## config.mk

```make
export PLATFORM = sky130hd
export DESIGN_NAME = edge_capture
export DESIGN_NICKNAME = d
export VERILOG_FILES = /design/src/rtl/edge_capture.sv
export SDC_FILE = /design/constraint.sdc
export NUM_CORES = 1
export LEC_CHECK = 0
export CAP_MARGIN = 0
export CORE_AREA = 2 2 153 118
export CTS_BUF_LIST = sky130_fd_sc_hd__clkbuf_16
export CTS_CLUSTER_DIAMETER = 30
export CTS_CLUSTER_SIZE = 12
export DETAILED_ROUTE_END_ITERATION = 8
export DIE_AREA = 0 0 155 120
export GPL_TIMING_DRIVEN = 0
export PLACE_DENSITY = 0.88
export SETUP_SLACK_MARGIN = 0.4
export SYNTH_ARGS = -nofsm -noshare
export SYNTH_HDL_FRONTEND = slang
export SYNTH_SLANG_ARGS = --single-unit
```

## constraint.sdc

```tcl
create_clock -name clk -period 1.8 [get_ports clk]
set_input_delay 0.45 -clock clk [delete_from_list [all_inputs] [get_ports clk]]
set_output_delay 0.45 -clock clk [all_outputs]
set_load 0.01 [all_outputs]
```

## src/rtl/edge_capture.sv

```systemverilog
module edge_capture #(
  parameter int NCH = 4,
  parameter int TW  = 32,
  parameter int AW  = 4
) (
  input  logic              clk,
  input  logic              rst_n,
  input  logic [TW-1:0]     tmr_cnt,
  input  logic [NCH-1:0]    cap_pin,
  input  logic              bus_we,
  input  logic [AW-1:0]     bus_addr,
  input  logic [TW-1:0]     bus_wdata,
  output logic [TW-1:0]     bus_rdata,
  output logic [NCH*TW-1:0] cap_val,
  output logic [NCH-1:0]    cap_flag
);
  localparam int CW = 3 * NCH;

  logic [NCH-1:0] sync1, sync2, prev;
  logic [CW-1:0]  ctrl;
  logic [NCH-1:0] rise_en, fall_en, irq_en, cap_ld, clr;
  logic [TW-1:0]  cap_r [NCH];

  assign clr = (bus_we && bus_addr == AW'(1)) ? bus_wdata[NCH-1:0] : '0;

  always_ff @(posedge clk or negedge rst_n)
    if (!rst_n) begin
      sync1 <= '0;
      sync2 <= '0;
      prev  <= '0;
    end else begin
      sync1 <= cap_pin;
      sync2 <= sync1;
      prev  <= sync2;
    end

  always_ff @(posedge clk or negedge rst_n)
    if (!rst_n) ctrl <= '0;
    else if (bus_we && bus_addr == AW'(0)) ctrl <= bus_wdata[CW-1:0];

  always_ff @(posedge clk or negedge rst_n)
    if (!rst_n) cap_flag <= '0;
    else cap_flag <= (cap_flag & ~clr) | (cap_ld & irq_en);

  for (genvar i = 0; i < NCH; i++) begin : g_ch
    assign rise_en[i] = ctrl[3*i];
    assign fall_en[i] = ctrl[3*i+1];
    assign irq_en[i]  = ctrl[3*i+2];
    assign cap_ld[i]  = (rise_en[i] &  sync2[i] & ~prev[i]) |
                        (fall_en[i] & ~sync2[i] &  prev[i]);

    always_ff @(posedge clk or negedge rst_n)
      if (!rst_n) cap_r[i] <= '0;
      else if (cap_ld[i]) cap_r[i] <= tmr_cnt;

    assign cap_val[i*TW +: TW] = cap_r[i];
  end

  always_comb begin
    bus_rdata = '0;
    if (bus_addr == AW'(0)) bus_rdata[CW-1:0] = ctrl;
    else if (bus_addr == AW'(1)) bus_rdata[NCH-1:0] = cap_flag;
    for (int i = 0; i < NCH; i++)
      if (bus_addr == AW'(i + 2)) bus_rdata = cap_r[i];
  end
endmodule

```

== After elaboration in Yosys (flattened, before gate mapping) ==
Index checks and enable logic that the tools add are counted.

* Logic and storage cells: 57
* Output and inout bits: 164
* Register bits after elaboration: 156
* Input port bits: 75

* Multiplexer cells: 8
* Reductions and logical operators: 3
* Bitwise operators: 32
* Equal/unequal tests: 5

{| class="wikitable"
|+ Operator list
! kind !! number
|-
| $mux 32 || 4
|-
| $and 1x1->1 || 16
|-
| $mux 4 || 3
|-
| $and 4x4->4 || 2
|-
| $eq 4x2->1 const B || 2
|-
| $eq 4x3->1 const B || 2
|-
| $mux 8 || 1
|-
| $not 1->1 || 8
|-
| $eq 4x1->1 const B || 1
|-
| $logic_not 4->1 || 1
|-
| $not 4->4 || 1
|-
| $or 1x1->1 || 4
|-
| $or 4x4->4 || 1
|-
| $logic_and 1x1->1 || 2
|}

== Depth between registers and ports, before layout ==
* Word-level depth: 7
* Depth in mapped cells: 6
* Gate-level depth less buffers: 4

== Least setup slack after synthesis ==
OpenSTA, ideal clock, no wires.

* Path kind: in2out
* Start: in bus_addr[0]
* End: out bus_rdata[3]
* Arrival: 1.545 ns
* Path slack: -0.195 ns
* Stages: 5
* Cell sequence: buf_2 > buf_4 > buf_2 > a221oi_1 > a211oi_1

* Word-level cells in the longest chain between the ends: 7
* Elaborated cells between the ends (all ways): 12
* Those cells by class: eq/ne (5); mux (6); reduce/logical (1)

{| class="wikitable"
|+ Ends and longest elaborated chain
! element !! line !! source
|-
| start, declared || 11 || <nowiki>input logic [AW-1:0] bus_addr,</nowiki>
|-
| $eq 4x1->1 || 62 || <nowiki>else if (bus_addr == AW'(1)) bus_rdata[NCH-1:0] = cap_flag;</nowiki>
|-
| $mux 4 || 62 ||
|-
| $mux 4 || 61 || <nowiki>if (bus_addr == AW'(0)) bus_rdata[CW-1:0] = ctrl;</nowiki>
|-
| $mux 32 (3 in a row) || 64 || <nowiki>if (bus_addr == AW'(i + 2)) bus_rdata = cap_r[i];</nowiki>
|-
| $mux 32 (*) || 64 ||
|-
| end, declared || 13 || <nowiki>output logic [TW-1:0] bus_rdata,</nowiki>
|}

Mark *: on every way between the ends. The rest lies on a longest branch, timed or not.

== Worst setup path after layout ==
* Start: reg cap_flag[0]
* End: out bus_rdata[0]

* Word-level cells in the longest chain between the ends: 6

{| class="wikitable"
|+ Ends and longest elaborated chain
! element !! line !! source
|-
| start, declared || 15 || <nowiki>output logic [NCH-1:0] cap_flag</nowiki>
|-
| start signal, assigned || 43 || <nowiki>else cap_flag <= (cap_flag & ~clr) | (cap_ld & irq_en);</nowiki>
|-
| $mux 4 || 62 ||
|-
| $mux 4 || 61 ||
|-
| $mux 32 (4 in a row) || 64 ||
|}

Every way passes these cells.

==> flow_metrics.py <==
metrics = {
    "die": {
        "initial_core_util_pct": 40.22,
        "die_area_um2": 18600,
        "num_rows": 42,
        "core_um2": 17180,
        "io_pins": 239,
        "die_h_um": 120,
        "die_w_um": 155,
    },
    "placement": {
        "port-buffer-count": 217,
        "gp_congestion": 0.8597,
        "hpwl_mm": 15.59,
        "post_dp_cell_area_um2": 9864,
        "dpl.cell_count": 969,
    },
    "cells_and_area": {
        "seq_area_um2": 3910,
        "multiInputGateArea_um2": 4124,
        "fill_cells": 874,
        "final_cell_mix": "buf_6 (207), dfrtp_1 (151), mux2_4 (124), buf_2 (74), buf_4 (58)",
        "instances_no_fill": 1209,
        "drive_above_1_share_pct": 71.89,
        "final_common_cell": "buf_6",
        "final_util_pct": 81.21,
        "syn2layout_area_growth_pct": 101.9,
        "fin_area_um2": 13950,
        "finish.net_count": 1051,
        "diodes": 0,
    },
    "clocking": {
        "cts_hold_buf": 0,
        "cts_tree": "yes",
        "worstSkewPairLatency_ns": 0.43,
        "clk_path_buf_depth": 2,
        "clockRootBuffer": "clkbuf_16",
        "htree_num_levels": 4,
        "numCtsBuffers": 17,
        "cts_sinks": 156,
        "clk_pin_slew_ns": 0.08,
    },
    "sta": {
        "rsz0062_at_grt": "true",
        "drv_slew": 0,
        "setup_ws_ns": -0.5969,
        "hold_viol": 0,
        "min_period_over_period_pct": 133.2,
        "finalCriticalPeriod_ns": 2.397,
        "skew_ns": 0.01319,
        "tightest_slew_ns": 0.7529,
        "maxSlewHeadroom_pct": 49.81,
        "setup_viol": 32,
        "fmax_mhz": 417.2,
        "fin_hold_ws_ns": 0.05300,
    },
    "detailed_routing": {
        "route.detailed.drc": 0,
        "num_vias": 6826,
        "viasPerCell": 5.646,
        "wl_mm": 31.90,
        "drtPass1Iterations": 5,
        "wl_per_cell_um": 26.39,
        "drt_iter0_drc": 477,
        "postRouteAntennaNets": 0,
    },
    "logic_synthesis": {
        "synth-seq-area-share_pct": 56.48,
        "synth_cell_type_count": 42,
        "synth-seq-cells": 156,
        "synth_fp_nets": 606,
        "synth_area_um2": 6912,
        "yosys_warnings": 0,
        "synth_ff_type": "dfrtp_1",
        "synth_edf_count": 0,
        "ys_async_sr_fraction_pct": 100.0,
        "syn_area_per_cell_um2": 13.02,
        "synth_cells": 531,
    },
    "setup_path": {
        "crit_arrival_ns": 1.95,
        "cp-end-kind": "output port",
        "critPathKind": "reg2out",
        "crit_family": "multiplexers",
        "required_ns": 1.35,
        "startpoint_type": "flip-flop",
        "cp_slowest_cell": "mux4_2",
        "worstPathCellList": "mux4_2 > a222oi_1 > inv_1 > buf_2",
        "cp_slowest_stage_delay_ns": 0.48,
        "path_max_fanout": 2,
        "path_buf_inv": 2,
    },
    "global_route": {
        "grt_pass1_vias": 7019,
        "grt_pass1_wl_mm": 43.52,
        "grt-ovfl-total": 0,
        "grt_max_degree": 81,
        "antenna_found_initial": 0,
        "track_usage_pct": 31.78,
    },
    "power_and_ir_drop": {
        "power_per_cell_area_nw_per_um2": 1470,
        "ir_drop_mv": 0.9250,
        "leakagePower_nw": 6.385,
    },
    "run_status": {
        "status": "finished with violations",
        "violations": "setup timing",
    },
    "min_path": {
        "hold_class": "in2async",
    },
    "flow_run": {
        "cap_violations": 0,
    },
}
## flip-flops by register name, indices dropped and copies added, names as in the netlist
name	count
cap_val	128
ctrl	12
cap_flag	4
prev	4
sync1	4
sync2	4
## what timing repair did
item / CTS / global route
setup buffers: 152 / 38
gates resized for setup: 1098 / 139
endpoints found under the setup margin: 301 / 306
pin swaps: 46 / 44
gates cloned: 14 / 4
## per-stage QoR
step	total power [W]	setup TNS (ns)	setup WS [ns]
final	0.02051	-13.83	-0.5969
after global routing	0.02118	-14.82	-0.6287
after CTS	0.01903	-11.10	-0.4955
after detailed placement	0.01241	-54.66	-1.849
after global placement	0.01220	-985.78	-5.981
after floorplan	0.008688	-1.607	-0.1091
## final timing paths
path                                   from           end  slack, ns  depth (start not counted)
worst max-delay path            cap_flag[0]  bus_rdata[0]      -0.60                          4
worst min-delay path                  rst_n  cap_val[106]       0.05                          1
worst max register to register      ctrl[0]   cap_val[31]       0.04                          9
worst min register to register     sync1[3]      sync2[3]       0.35                          0
max in group asynchronous             rst_n  cap_val[116]       0.90                          2
min in group clk                   sync1[3]      sync2[3]       0.35                          0
## cells in the mapped netlist, types with 4 or more instances
cell	number	area share, %
nor2_1	25	1.4
a22oi_1	6	0.65
buf_2	20	1.4
o21ai_0	20	1.4
buf_4	4	0.43
a21oi_1	23	1.7
clkbuf_1	5	0.27
a211oi_1	4	0.43
mux2i_1	22	3.2
mux2_1	16	2.6
a22o_1	4	0.51
a21o_1	13	1.4
o22ai_1	10	0.91
dfrtp_1	156	56
nand2_1	40	2.2
o21ai_1	4	0.29
mux2_2	129	21
## logic make-up (layout without fill, tap and decap cells)
kind of cell | after synthesis | in the layout | synth area share [%]
mux | 168 | 168 | 27.14
flops | 156 | 156 | 56.48
compound gates | 91 | 91 | 8.201
simple gates | 83 | 84 | 5.703
buf+inv | 33 | 490 | 2.480
## where the power goes
| part | switching, W | internal (W) | total, W |
|---|---|---|---|
| logic | 0.00390 | 0.00658 | 0.0105 |
| clock network | 0.00168 | 0.00210 | 0.00378 |
| registers | 0.00140 | 0.00484 | 0.00624 |
| total | 0.00699 | 0.0135 | 0.0205 |
## routing by layer
metal | wire length (um) | part of all wire, % | track usage [%]
met5 | 0 | 0 | 0
met4 | 1510 | 4.7 | 11.11
met3 | 2437 | 7.6 | 8.740
met2 | 15350 | 48 | 51.72
met1 | 12610 | 40 | 41.04
## layout make-up
class / instances / area share [%]
Clock buffer: 17 / 3.049
Timing Repair Buffer: 425 / 32.27
Multi-Input combinational cell: 343 / 29.55
Tap cell: 220 / 1.973
Sequential cell: 156 / 28.02
Clock inverter: 15 / 1.246
Inverter: 2 / 0.05380
Buffer: 31 / 3.838
## worst reg2reg max path: stages (launching register included)
cell     delay, ns
dfrtp_1       0.36
buf_4         0.11
buf_6         0.08
buf_6         0.09
nand2_4       0.05
o22ai_4       0.18
buf_6         0.19
buf_6         0.12
buf_12        0.12
mux2_2        0.32
Power figures use the tool's default switching activity.
